### config.mk
export PLATFORM = sky130hd
export DESIGN_NAME = pcc_socket_router
export DESIGN_NICKNAME = d
export VERILOG_FILES = /design/src/rtl/pcc_pkg.sv /design/src/rtl/pcc_space_decode.sv /design/src/rtl/pcc_slot_fsm.sv /design/src/rtl/pcc_access_path.sv /design/src/rtl/pcc_socket_router.sv
export SDC_FILE = /design/constraint.sdc
export NUM_CORES = 1
export LEC_CHECK = 0
export ABC_AREA = 1
export ABC_CLOCK_PERIOD_IN_PS = 1610
export CORE_ASPECT_RATIO = 1.2
export CORE_UTILIZATION = 30
export DETAILED_ROUTE_END_ITERATION = 6
export GPL_TIMING_DRIVEN = 0
export PLACE_DENSITY = 0.8
export SLEW_MARGIN = 20
export SYNTH_ARGS = -nofsm -noshare
export SYNTH_HDL_FRONTEND = slang
export SYNTH_HIERARCHICAL = 1
export SYNTH_SLANG_ARGS = --single-unit
### constraint.sdc
create_clock -name clk -period 1.61 [get_ports clk]
set_clock_uncertainty 0.1 [all_clocks]
set_input_delay 0.2415 -clock clk [delete_from_list [all_inputs] [get_ports clk]]
set_output_delay 0.2415 -clock clk [all_outputs]
set_load 0.03 [all_outputs]
### src/rtl/pcc_pkg.sv
package pcc_pkg;
    typedef enum logic [1:0] {
        SLOT_EMPTY     = 2'd0,
        SLOT_SEATING   = 2'd1,
        SLOT_SEATED    = 2'd2,
        SLOT_RELEASING = 2'd3
    } slot_state_t;

    typedef enum logic [1:0] {
        RSP_OK       = 2'd0,
        RSP_OCCUPIED = 2'd1,
        RSP_NOCARD   = 2'd2,
        RSP_BUSY     = 2'd3
    } req_rsp_t;

    localparam logic [1:0] SPC_IO     = 2'd0;
    localparam logic [1:0] SPC_RSVD   = 2'd1;
    localparam logic [1:0] SPC_ATTR   = 2'd2;
    localparam logic [1:0] SPC_COMMON = 2'd3;
endpackage

### src/rtl/pcc_space_decode.sv
module pcc_space_decode
    import pcc_pkg::*;
#(
    parameter int ADDR_W = 28
) (
    input  logic [ADDR_W-1:0] addr,
    output logic [1:0]        space,
    output logic [ADDR_W-3:0] offset,
    output logic              reserved
);
    always_comb begin
        space    = addr[ADDR_W-1 -: 2];
        offset   = addr[ADDR_W-3:0];
        reserved = (space == SPC_RSVD);
    end
endmodule

### src/rtl/pcc_slot_fsm.sv
module pcc_slot_fsm
    import pcc_pkg::*;
(
    input  logic       clk,
    input  logic       rst,
    input  logic       insert_req,
    input  logic       eject_req,
    output logic       present,
    output logic       attach,
    output logic       detach,
    output logic       cd_irq,
    output logic       req_done,
    output logic [1:0] req_err
);
    slot_state_t state, nxt;
    req_rsp_t    rsp;
    logic        ins_ok, ej_ok, any_req;

    always_comb begin
        any_req = insert_req || eject_req;
        ins_ok  = insert_req && (state == SLOT_EMPTY);
        ej_ok   = eject_req && !insert_req && (state == SLOT_SEATED);
        nxt     = state;
        unique case (state)
            SLOT_EMPTY:     nxt = ins_ok ? SLOT_SEATING : SLOT_EMPTY;
            SLOT_SEATING:   nxt = SLOT_SEATED;
            SLOT_SEATED:    nxt = ej_ok ? SLOT_RELEASING : SLOT_SEATED;
            SLOT_RELEASING: nxt = SLOT_EMPTY;
        endcase
        rsp = RSP_OK;
        if (insert_req) begin
            if (state == SLOT_SEATED)     rsp = RSP_OCCUPIED;
            else if (state != SLOT_EMPTY) rsp = RSP_BUSY;
        end else if (eject_req) begin
            if (state == SLOT_EMPTY)       rsp = RSP_NOCARD;
            else if (state != SLOT_SEATED) rsp = RSP_BUSY;
        end
    end

    always_ff @(posedge clk) begin
        if (rst) begin
            state    <= SLOT_EMPTY;
            cd_irq   <= 1'b0;
            req_done <= 1'b0;
            req_err  <= RSP_OK;
        end else begin
            state    <= nxt;
            req_done <= any_req;
            req_err  <= any_req ? rsp : RSP_OK;
            if (ins_ok)     cd_irq <= 1'b1;
            else if (ej_ok) cd_irq <= 1'b0;
        end
    end

    always_comb begin
        present = 1'b0;
        attach  = 1'b0;
        detach  = 1'b0;
        unique case (state)
            SLOT_EMPTY:     ;
            SLOT_SEATING:   begin present = 1'b1; attach = 1'b1; end
            SLOT_SEATED:    present = 1'b1;
            SLOT_RELEASING: detach = 1'b1;
        endcase
    end

    assert_attach_after_insert_R6: assert property (@(posedge clk) disable iff (rst)
        (state == SLOT_EMPTY && insert_req) |=> (attach && cd_irq && req_done && req_err == RSP_OK));
    assert_nocard_on_empty_eject_R8: assert property (@(posedge clk) disable iff (rst)
        (state == SLOT_EMPTY && eject_req && !insert_req) |=> (req_done && req_err == RSP_NOCARD && !present));
    assert_occupied_keeps_state_R7: assert property (@(posedge clk) disable iff (rst)
        (state == SLOT_SEATED && insert_req) |=> (present && !attach && req_err == RSP_OCCUPIED));
    assert_detach_clears_cd_R9: assert property (@(posedge clk) disable iff (rst)
        detach |-> (!cd_irq && !present));
endmodule

### src/rtl/pcc_access_path.sv
module pcc_access_path #(
    parameter int DATA_W = 32
) (
    input  logic              clk,
    input  logic              rst,
    input  logic              present,
    input  logic              reserved,
    input  logic              host_rd,
    input  logic              host_wr,
    input  logic [DATA_W-1:0] card_rdata,
    output logic              card_rd,
    output logic              card_wr,
    output logic [DATA_W-1:0] host_rdata,
    output logic              host_rvalid
);
    logic route_ok;

    always_comb begin
        route_ok = present && !reserved;
        card_rd  = host_rd && route_ok;
        card_wr  = host_wr && route_ok;
    end

    always_ff @(posedge clk) begin
        if (rst) begin
            host_rvalid <= 1'b0;
            host_rdata  <= '0;
        end else begin
            host_rvalid <= host_rd;
            if (host_rd) host_rdata <= card_rd ? card_rdata : '0;
        end
    end

    assert_rvalid_follows_rd_R5: assert property (@(posedge clk) disable iff (rst)
        host_rd |=> host_rvalid);
    assert_empty_read_zero_R3: assert property (@(posedge clk) disable iff (rst)
        (host_rd && !present) |=> (host_rdata == '0));
    assert_hole_read_zero_R2: assert property (@(posedge clk) disable iff (rst)
        (host_rd && reserved) |=> (host_rdata == '0));
endmodule

### src/rtl/pcc_socket_router.sv
module pcc_socket_router
    import pcc_pkg::*;
#(
    parameter int ADDR_W = 28,
    parameter int DATA_W = 32,
    parameter int SIZE_W = 2
) (
    input  logic              clk,
    input  logic              rst,
    input  logic              host_rd,
    input  logic              host_wr,
    input  logic [ADDR_W-1:0] host_addr,
    input  logic [SIZE_W-1:0] host_size,
    input  logic [DATA_W-1:0] host_wdata,
    output logic [DATA_W-1:0] host_rdata,
    output logic              host_rvalid,
    input  logic              insert_req,
    input  logic              eject_req,
    output logic              req_done,
    output logic [1:0]        req_err,
    output logic              card_rd,
    output logic              card_wr,
    output logic [1:0]        card_space,
    output logic [ADDR_W-3:0] card_offset,
    output logic [SIZE_W-1:0] card_size,
    output logic [DATA_W-1:0] card_wdata,
    input  logic [DATA_W-1:0] card_rdata,
    output logic              card_attach,
    output logic              card_detach,
    input  logic              card_irq_in,
    output logic              card_present,
    output logic              host_irq,
    output logic              cd_irq
);
    localparam int OFS_W = ADDR_W - 2;

    logic             in_hole;
    logic [OFS_W-1:0] ofs;

    pcc_space_decode #(.ADDR_W(ADDR_W)) u_dec (
        .addr(host_addr), .space(card_space), .offset(ofs), .reserved(in_hole)
    );

    pcc_slot_fsm u_slot (
        .clk(clk), .rst(rst), .insert_req(insert_req), .eject_req(eject_req),
        .present(card_present), .attach(card_attach), .detach(card_detach),
        .cd_irq(cd_irq), .req_done(req_done), .req_err(req_err)
    );

    pcc_access_path #(.DATA_W(DATA_W)) u_path (
        .clk(clk), .rst(rst), .present(card_present), .reserved(in_hole),
        .host_rd(host_rd), .host_wr(host_wr), .card_rdata(card_rdata),
        .card_rd(card_rd), .card_wr(card_wr),
        .host_rdata(host_rdata), .host_rvalid(host_rvalid)
    );

    always_comb begin
        card_offset = ofs;
        card_size   = host_size;
        card_wdata  = host_wdata;
        host_irq    = card_irq_in && card_present;
    end

    assert_irq_quiet_on_detach_R9: assert property (@(posedge clk) disable iff (rst)
        card_detach |-> !host_irq);
    assert_no_hole_strobe_R2: assert property (@(posedge clk) disable iff (rst)
        (card_rd || card_wr) |-> (card_space != SPC_RSVD && card_present));
endmodule

==> results of run 1 <==
[per-layer routing]
layer  vias to the layer above  part of all wire [%]  routed length (um)  GRT usage (%)
met5                         -                     0                   0              0
li1                       1086                     -                   -              -
met2                       137                    54                3460           31.2
met3                         4                   8.0                 515           2.43
met4                         0                  0.84                  54           5.76
met1                      1019                    37                2410           17.6
[cells by family after synthesis]
group                      Yosys count
and+or+nand+nor                     81
adders and majority gates            5
buffers and inverters               95
AOI/OAI and AO/OA                   34
DFF                                 39
[power by group]
group	switching (uW)	internal (uW)
registers	74.3	1110
logic	1320	1080
clock network	336	502
total	1730	2690
[how the worst min path moves through the flow]
| stage | from | endpoint | cells after the start | slack (ps) |
|---|---|---|---|---|
| floorplan | rst | u_slot/state[1] | 1 | 210 |
| global placement | u_path/host_rdata[8] | u_path/host_rdata[8] | 2 | 350 |
| detailed placement | u_path/host_rdata[17] | u_path/host_rdata[17] | 2 | 350 |
| CTS | host_rd | u_path/host_rdata[26] | 3 | 150 |
| global route | host_rd | u_path/host_rdata[26] | 3 | 170 |
| finish | host_rd | u_path/host_rdata[26] | 3 | 160 |
[what timing repair did]
item	CTS	global route
pin swaps	3	2
endpoints found under the setup margin	44	25
setup buffers	3	3
resized for setup	73	15
[cells in the mapped netlist, drive strengths merged]
cell	n
a21oi	33
buf	79
clkbuf	1
clkinv	1
dfxtp	39
ha	5
inv	14
nand2	38
nand3	1
nand4	32
nor2	8
nor3	2
o21ai	1
[per-stage QoR]
| step | total power (uW) | cell area [um2] |
|---|---|---|
| after floorplan | 2680 | 2160 |
| after global placement | 3420 | 3710 |
| after detailed placement | 3460 | 3710 |
| after CTS | 4320 | 3800 |
| after global routing | 4660 | 3850 |
| final | 4430 | 3850 |
[critical path, delay by kind of cell (launching register included)]
family	cells	cell delay (ps)
adders and majority gates	1	280
buffers and inverters	3	300
DFF	1	360
and+or+nand+nor	2	140
[area by class of cell]
class	instances	area (um2)	share of cell area (%)
tap	87	109	2.83
clock inverter	2	35.0	0.909
multi-input combinational	120	718	18.6
inverter	15	63.8	1.66
buffer	78	619	16.1
clock buffer	6	82.6	2.14
timing repair buffer	150	1440	37.4
sequential	39	783	20.3
[sequential cells by signal, summed over array words and instances (netlist names)]
register / flops
u_path/host_rdata: 32
u_slot/req_err: 2
u_slot/state: 2
u_path/host_rvalid: 1
u_slot/cd_irq: 1
u_slot/req_done: 1
==> metrics.yaml, run 1 <==
status:
  run_status: "finished with violations"
  violations: "negative setup slack"
drt:
  drtIter0Drc: 81
  totalWireLength_um: 6440
  vias_per_cell: 4.52
  vias: 2246
  first_pass_iters: 4
  drcViolationCount: 0
  wl_per_cell_um: 13.0
  final_antenna_net_count: 0
floorplan:
  dieArea_mm2: 0.00742
  die_width_um: 78.8
  dieHeight_um: 94.2
  ioPinCount: 206
  row_count: 33
  core_mm2: 0.00685
  initial_utilization_pct: 31.0
global_route:
  antenna_found_initial: 0
  grt_pass1_vias: 2066
  grt_max_degree: 16
  grt_overflow: 0
  grt_pass1_wl_um: 9400
  grtUsageTotal_pct: 16.2
finish:
  drive_gt1_share_pct: 30.5
  syn_to_final_growth_pct: 81.3
  final_common_cell: "clkdlybuf4s50_1"
  fin_util_pct: 56.2
  antenna_cells: 0
  mostFrequentLayoutCells: "clkdlybuf4s50_1, buf_4, dlygate4sd2_1, dfxtp_1, nand4_1"
  nets: 515
  fin_cells: 497
  fill_cells: 656
setup_path:
  crit_path_start_kind: "flip-flop"
  reg2reg_depth: 7
  worstSetupEndpoint: "card_rd"
  endpoint_kind: "primary output"
  r2r-end: "u_path/host_rdata[10]"
  max_stage_delay_ps: 360
  arrival_ps: 1360
  path_max_fanout: 3
  r2r_start: "u_slot/state[1]"
  r2r_slack_ps: 30
  critPathSlowestCell: "dfxtp_2"
  worstPathRequired_ps: 1270
  critical_path_class: "reg -> out"
  timing.critical_path.cells: "inv_2, ha_4, buf_12, nand2_8, nor2_4, buf_6"
  crit_start: "u_slot/state[1]"
place:
  io_buffers: 144
  dp_hpwl_um: 4910
  dp_slack_ps: -784
  dp_cells: 485
  place_congestion: 0.702
timing:
  finalSetupViolCount: 3
  finalMaxSlewViolations: 0
  hold_viol: 0
  tns_ps: -206
  min_period_ps: 1700
  fin_hold_ws_ps: 162
  max_slew_margin_pct: 68.0
  fmax_ghz: 0.587
  worstMarginPinSlew_ps: 480
  setup_slack_ps: -92.8
  rsz0062_at_grt: "yes"
  fin_crit_sh_pct: 106
synthesis:
  synth-xor-area-share_pct: 0
  synthMuxAreaShare_pct: 0
  yosysSeqAreaShare_pct: 36.7
  synth_simple_gate_area_share_pct: 19.2
  synth_cell_type_count: 20
  syn-num-nets: 360
  synth_warnings: 6
  synth_area_per_cell_um2: 8.36
  netlist_area_mm2: 0.00212
  synth_compound_area_share_pct: 9.42
  yosysTopAreaCell: "dfxtp_1"
  yosys_register_bits: 39
  synth_top_area_share_pct: 36.7
  synth_fa_ha_area_share_pct: 2.94
  ys_top_cells_by_area: "dfxtp_1, buf_4, nand4_1"
  syn_inst: 254
  synth_top_family_by_area: "buffers and inverters"
cts:
  clkLatencyLatePin_ps: 280
  clk_pin_slew_worst_paths_ps: 70
  clock_path_buffers: 2
  cts.sinks: 39
  ctsHoldBuffers: 0
  cts_tree: "done"
  cts_made_buffers: 5
  cts_max_level: 2
  clockRootBuffer: "clkbuf_8"
power:
  ir_drop_uv: 956
  p_leak_uw: 0.00175
  power.density_mw_per_mm2: 1150
hold_path:
  hold_class: "in -> reg"
job:
  maxCapViolCount: 0
Power figures use the tool's default switching activity.
==> inputs of run 2 (changes only) <==
--- a/config.mk
+++ b/config.mk
@@ -6,12 +6,12 @@
 export NUM_CORES = 1
 export LEC_CHECK = 0
 export ABC_AREA = 1
-export ABC_CLOCK_PERIOD_IN_PS = 1610
+export ABC_CLOCK_PERIOD_IN_PS = 2200
 export CORE_ASPECT_RATIO = 1.2
-export CORE_UTILIZATION = 30
+export CORE_UTILIZATION = 32
 export DETAILED_ROUTE_END_ITERATION = 6
 export GPL_TIMING_DRIVEN = 0
-export PLACE_DENSITY = 0.8
+export PLACE_DENSITY = 0.85
 export SLEW_MARGIN = 20
 export SYNTH_ARGS = -nofsm -noshare
 export SYNTH_HDL_FRONTEND = slang
==> constraint.sdc (replaced) <==
create_clock -name clk -period 2.2 [get_ports clk]
set_clock_uncertainty 0.1 [all_clocks]
set_input_delay 0.33 -clock clk [delete_from_list [all_inputs] [get_ports clk]]
set_output_delay 0.33 -clock clk [all_outputs]
set_load 0.03 [all_outputs]
==> run 2 against run 1 <==
Cell count decreased by 1.4%. Worst setup slack improved by 200 ps. Critical path type unchanged. Highest routed layer unchanged. The flow now finishes without violations. Worst hold slack improved by 82 ps.
==> metrics.yaml, run 2 (synthesis gave the netlist of run 1 again) <==
status:
  run_status: "finished, final reports clean"  # was finished with violations
timing:
  setup_slack_ps: 102  # was -92.8 ps
  min_period_ps: 2100
  max_slew_margin_pct: 71.0  # was 68.0%
  fmax_ghz: 0.477
  finalSetupViolCount: 0  # was 3
  hold_viol: 0  # unchanged
  finalMaxSlewViolations: 0  # unchanged
  fin_crit_sh_pct: 95.4
  worstMarginPinSlew_ps: 434  # was 480 ps
  rsz0062_at_grt: "no"  # was yes
hold_path:
  hold_class: "in -> reg"  # unchanged
finish:
  fin_util_pct: 59.2  # was 56.2%
  mostFrequentLayoutCells: "clkdlybuf4s50_1, buf_4, dfxtp_1"  # was clkdlybuf4s50_1, buf_4, dlygate4sd2_1, dfxtp_1, nand4_1
  largest_register: "u_path/host_rdata"  # unchanged
  largest_register_ffs: 32  # unchanged
  fin_cells: 490  # was 497
  nets: 511  # was 515
  reg_top3: "u_path/host_rdata (32), u_slot/req_err (2), u_slot/state (2)"  # unchanged
  syn_to_final_growth_pct: 78.4  # was 81.3%
  antenna_cells: 0  # unchanged
  final_common_cell: "clkdlybuf4s50_1"  # unchanged
  design_area_mm2: 0.00379  # was 0.00385 mm2
  drive_gt1_share_pct: 26.7  # was 30.5%
power:
  p_leak_uw: 0.00155  # was 0.00175 uW
  ir_drop_uv: 596  # was 956 uV
  power.density_mw_per_mm2: 794  # was 1150 mW/mm2
drt:
  drtIter0Drc: 46  # was 81
  drt-met1-wl_um: 2260  # was 2410 um
  top_layer: "met4"  # unchanged
  drcViolationCount: 0  # unchanged
  final_antenna_net_count: 0  # unchanged
  wl_per_cell_um: 12.4  # was 13.0 um
  vias: 2208  # was 2246
  wl_met3_um: 562  # was 515 um
  first_pass_iters: 4  # unchanged
  wl_met2_um: 3230  # was 3460 um
  totalWireLength_um: 6070  # was 6440 um
  vias_per_cell: 4.51  # was 4.52
cts:
  ctsHoldBuffers: 0  # unchanged
  cts_made_buffers: 5  # unchanged
  cts_max_level: 2  # unchanged
  cts_setup_buffers: 0  # was 3
  cts_resized: 15  # was 73
  clockRootBuffer: "clkbuf_8"  # unchanged
  cts.sinks: 39  # unchanged
  cts_tree: "done"  # unchanged
  clock_path_buffers: 2  # unchanged
  clkLatencyLatePin_ps: 280  # about the same
  clk_pin_slew_worst_paths_ps: 80  # was 70 ps
place:
  io_buffers: 144  # unchanged
  dp_slack_ps: -333  # was -784 ps
  placed_area_mm2: 0.00367  # was 0.00371 mm2
  dp_cells: 483  # was 485
  dp_hpwl_um: 4870  # was 4910 um
  place_congestion: 0.740  # was 0.702
setup_path:
  cp_top_family: "buffers and inverters"  # was flip-flops
  critPathSlowestCell: "dfxtp_2"  # unchanged
  cp_num_buf_inv: 4  # was 3
  max_stage_delay_ps: 350  # was 360 ps
  endpoint_kind: "primary output"  # unchanged
  critical_path_class: "reg -> out"  # unchanged
  path_max_fanout: 10  # was 3
  arrival_ps: 1670  # was 1360 ps
  path_common_cell: "buf_4"
  worstPathRequired_ps: 1770  # was 1270 ps
  crit_path_start_kind: "flip-flop"  # unchanged
  timing.critical_path.cells: "inv_1, ha_4, buf_4, buf_6, nand2_1, nor2_1, buf_4"  # was inv_2, ha_4, buf_12, nand2_8, nor2_4, buf_6
global_route:
  antenna_found_initial: 0  # unchanged
  grt_pass1_wl_um: 9660  # was 9400 um
  grtUsageTotal_pct: 17.2  # was 16.2%
  grt_overflow: 0  # unchanged
  grt_max_degree: 12  # was 16
  grt_pass1_vias: 2207  # was 2066
floorplan:
  initial_utilization_pct: 33.2  # was 31.0%
  core_mm2: 0.00641  # was 0.00685 mm2
  dieHeight_um: 91.3  # was 94.2 um
  dieArea_mm2: 0.00697  # was 0.00742 mm2
  ioPinCount: 206  # unchanged
  die_width_um: 76.4  # was 78.8 um
  row_count: 32  # was 33
job:
  maxCapViolCount: 0  # unchanged
run 2: cell types whose count changed in the layout (fill, tap and decap cells not counted), moves of 2 or more:
cell / before / now
nor2_1: 5 / 7
inv_2: 3 / 1
clkdlybuf4s50_1: 99 / 140
inv_1: 10 / 13
buf_6: 13 / 7
dlygate4sd2_1: 37 / 1
nor2_4: 2 / 0
run 2: layer usage:
| metal | vias up | global-route usage, % |
|---|---|---|
| met2 | 132 | 32.4 |
| met1 | 999 | 17.9 |
| met5 | - | 0 |
| met3 | 2 | 5.63 |
| met4 | 0 | 4.81 |
| li1 | 1075 | - |
run 2: area by class of cell:
type / instances / area (um2)
repair buffers: 144 / 1440
multi-input cells: 120 / 683
inverters: 15 / 61.3
clock inverters: 1 / 30.0
well taps: 85 / 106
plain buffers: 80 / 616
flip-flops and latches: 39 / 783
fillers: 567 / 2620
clock buffers: 6 / 72.6
run 2: worst min-delay path: cells and delay by family:
| kind | cells | cell delay [ps] |
|---|---|---|
| buffers and inverters | 1 | 120 |
| AND/OR/NAND/NOR | 1 | 80 |
| AO/OA/AOI/OAI | 1 | 50 |
run 2: power by group:
part           internal [uW]  switching [uW]  total, uW  leakage (uW)
clock                    333             237        569     0.0000513
combinational            695             875       1570       0.00118
sequential               815            54.8        870      0.000318
run 2: worst paths after layout:
kind	start	to	slack, ps	cells past startpoint
setup reg to reg	u_slot/state[1]	u_path/host_rdata[28]	720	6
hold reg to reg	u_path/host_rdata[15]	u_path/host_rdata[15]	360	2
setup / recovery	u_slot/state[1]	card_rd	100	7
hold / removal	host_rd	u_path/host_rdata[31]	240	3
run 2: per-stage QoR:
step                      total power [uW]  hold slack, ps  setup TNS [ps]
after floorplan                       1860             302               0
after detailed placement              2440             353            -644
after CTS                             3060             229               0
final                                 3010             244               0
after global placement                2410             350            -628
after global routing                  3180             240               0
==> inputs of run 3 (changes only) <==
--- a/config.mk
+++ b/config.mk
@@ -10,7 +10,7 @@
 export CORE_ASPECT_RATIO = 1.2
 export CORE_UTILIZATION = 32
 export DETAILED_ROUTE_END_ITERATION = 6
-export GPL_TIMING_DRIVEN = 0
+export GPL_TIMING_DRIVEN = 1
 export PLACE_DENSITY = 0.85
 export SLEW_MARGIN = 20
 export SYNTH_ARGS = -nofsm -noshare
==> run 3 against run 2 <==
Total power shrank 14%. Cell count fell by 27%. Non-clock buffer count shrank 133. Design area fell by 31%. Worst hold slack better by 120 ps. Utilization decreased by 19 points. Largest power group unchanged.
==> metrics.yaml, run 3 (synthesis gave the netlist of run 1 again) <==
status:
  run_status: "finished, final reports clean"  # unchanged
finish:
  fin_cells: 357  # was 490
  final_common_cell: "clkdlybuf4s50_1"  # unchanged
  fill_cells: 663  # was 567
  largest_register_ffs: 32  # unchanged
  reg_top3: "u_path/host_rdata (32), u_slot/req_err (2), u_slot/state (2)"  # unchanged
  largest_register: "u_path/host_rdata"  # unchanged
  antenna_cells: 0  # unchanged
  drive_gt1_share_pct: 12.9  # was 26.7%
  mostFrequentLayoutCells: "clkdlybuf4s50_1, dfxtp_1, nand4_1"  # was clkdlybuf4s50_1, buf_4, dfxtp_1
  multi_input_area_um2: 671  # was 683 um2
  syn_to_final_growth_pct: 22.5  # was 78.4%
  nets: 378  # was 511
  seq_area_um2: 781  # was 783 um2
power:
  power.density_mw_per_mm2: 998  # was 794 mW/mm2
  p_leak_uw: 0.000943  # was 0.00155 uW
  ir_drop_uv: 722  # was 596 uV
floorplan:
  initial_utilization_pct: 33.2  # unchanged
  row_count: 32  # unchanged
  die_width_um: 76.4  # unchanged
  dieArea_mm2: 0.00697  # unchanged
  ioPinCount: 206  # unchanged
  dieHeight_um: 91.3  # unchanged
  core_mm2: 0.00641  # unchanged
timing:
  max_slew_margin_pct: 69.2  # was 71.0%
  hold_viol: 0  # unchanged
  fmax_ghz: 0.494  # was 0.477 GHz
  rsz0062_at_grt: "no"  # unchanged
  tns_ps: 0  # unchanged
  finalSetupViolCount: 0  # unchanged
  fin_crit_sh_pct: 92.1  # was 95.4%
  worstMarginPinSlew_ps: 463  # was 434 ps
  finalMaxSlewViolations: 0  # unchanged
  min_period_ps: 2030  # was 2100 ps
global_route:
  grt_pass1_vias: 1669  # was 2207
  grt_overflow: 0  # unchanged
  grtUsageTotal_pct: 14.5  # was 17.2%
  antenna_found_initial: 0  # unchanged
  grt_pass1_wl_um: 8040  # was 9660 um
  grtUsageMet2_pct: 25.3  # was 32.4%
  top_usage_layer: "met2"  # unchanged
  use_met3_pct: 3.82  # was 5.63%
  grt_max_degree: 33  # was 12
  grt_use_met1_pct: 15.0  # was 17.9%
cts:
  ctsHoldBuffers: 0  # unchanged
  cts_setup_buffers: 0  # unchanged
  cts_tree: "done"  # unchanged
  clkLatencyLatePin_ps: 280  # about the same
  clk_pin_slew_worst_paths_ps: 70  # was 80 ps
  clock_path_buffers: 2  # unchanged
  cts.sinks: 39  # unchanged
  cts_max_level: 2  # unchanged
  cts_made_buffers: 5  # unchanged
  cts_resized: 0  # was 15
  clockRootBuffer: "clkbuf_8"  # unchanged
setup_path:
  cp_top_family: "adder cells"  # was buffers and inverters
  critPathSlowestCell: "ha_1"  # was dfxtp_2
  arrival_ps: 1600  # was 1670 ps
  path_max_fanout: 8  # was 10
  cp_num_buf_inv: 2  # was 4
  critical_path_class: "reg -> out"  # unchanged
  worstPathRequired_ps: 1770  # about the same
  crit_path_start_kind: "flip-flop"  # unchanged
  timing.critical_path.cells: "inv_1, ha_1, nand2_1, nor2_1, buf_4"  # was inv_1, ha_4, buf_4, buf_6, nand2_1, nor2_1, buf_4
  endpoint_kind: "primary output"  # unchanged
  max_stage_delay_ps: 420  # was 350 ps
drt:
  final_antenna_net_count: 0  # unchanged
  first_pass_iters: 3  # was 4
  vias: 1712  # was 2208
  vias_per_cell: 4.80  # was 4.51
  wl_per_cell_um: 14.3  # was 12.4 um
  drcViolationCount: 0  # unchanged
  drtIter0Drc: 37  # was 46
  totalWireLength_um: 5090  # was 6070 um
place:
  place_congestion: 0.716  # was 0.740
  io_buffers: 85  # was 144
  dp_hpwl_um: 3560  # was 4870 um
  dp_cells: 350  # was 483
hold_path:
  hold_class: "reg -> reg"  # was in -> reg
job:
  maxCapViolCount: 0  # unchanged
==> run 3: metal layers <==
layer,wire [um],vias up
met2,2510,78
met3,372,42
met1,1930,783
li1,-,809
met5,0,-
met4,274,0
==> run 3: report_power, final <==
group          total (uW)  switching, uW  internal [uW]  leakage, uW
clock                 562            230            332    0.0000513
sequential            866           54.7            811     0.000317
combinational        1170            717            451     0.000574
==> run 3: area by class of cell <==
cell class / instances / area share [%]
Inverter: 15 / 2.36
Sequential cell: 39 / 30.0
Timing Repair Buffer: 91 / 33.8
Multi-Input combinational cell: 120 / 25.8
Clock inverter: 1 / 1.15
Clock buffer: 6 / 2.79
Tap cell: 85 / 4.09
==> run 3: worst paths after layout <==
check                       start                     to  slack [ps]  cells after the start
max               u_slot/state[0]                card_rd         170                      5
min          u_path/host_rdata[8]   u_path/host_rdata[8]         370                      2
max reg2reg       u_slot/state[0]  u_path/host_rdata[15]         600                      5
min reg2reg  u_path/host_rdata[8]   u_path/host_rdata[8]         370                      2
==> run 3: tightest hold or removal path, stage by stage, from the launching register on <==
cell and delay [ps]:
dfxtp_1 310, nand2_1 60, a21oi_1 50
==> run 3: per-stage QoR <==
step	util [%]	cell area (um2)	hold slack [ps]	setup slack, ps	power (uW)
5_1_grt	40.6	2600	387	42.8	2750
3_3_place_gp	39.0	2500	351	225	2030
3_5_place_dp	39.0	2500	358	235	2060
4_1_cts	40.6	2600	369	144	2630
2_1_floorplan	-	2120	302	70.2	1860
6_report	40.6	2600	365	174	2600
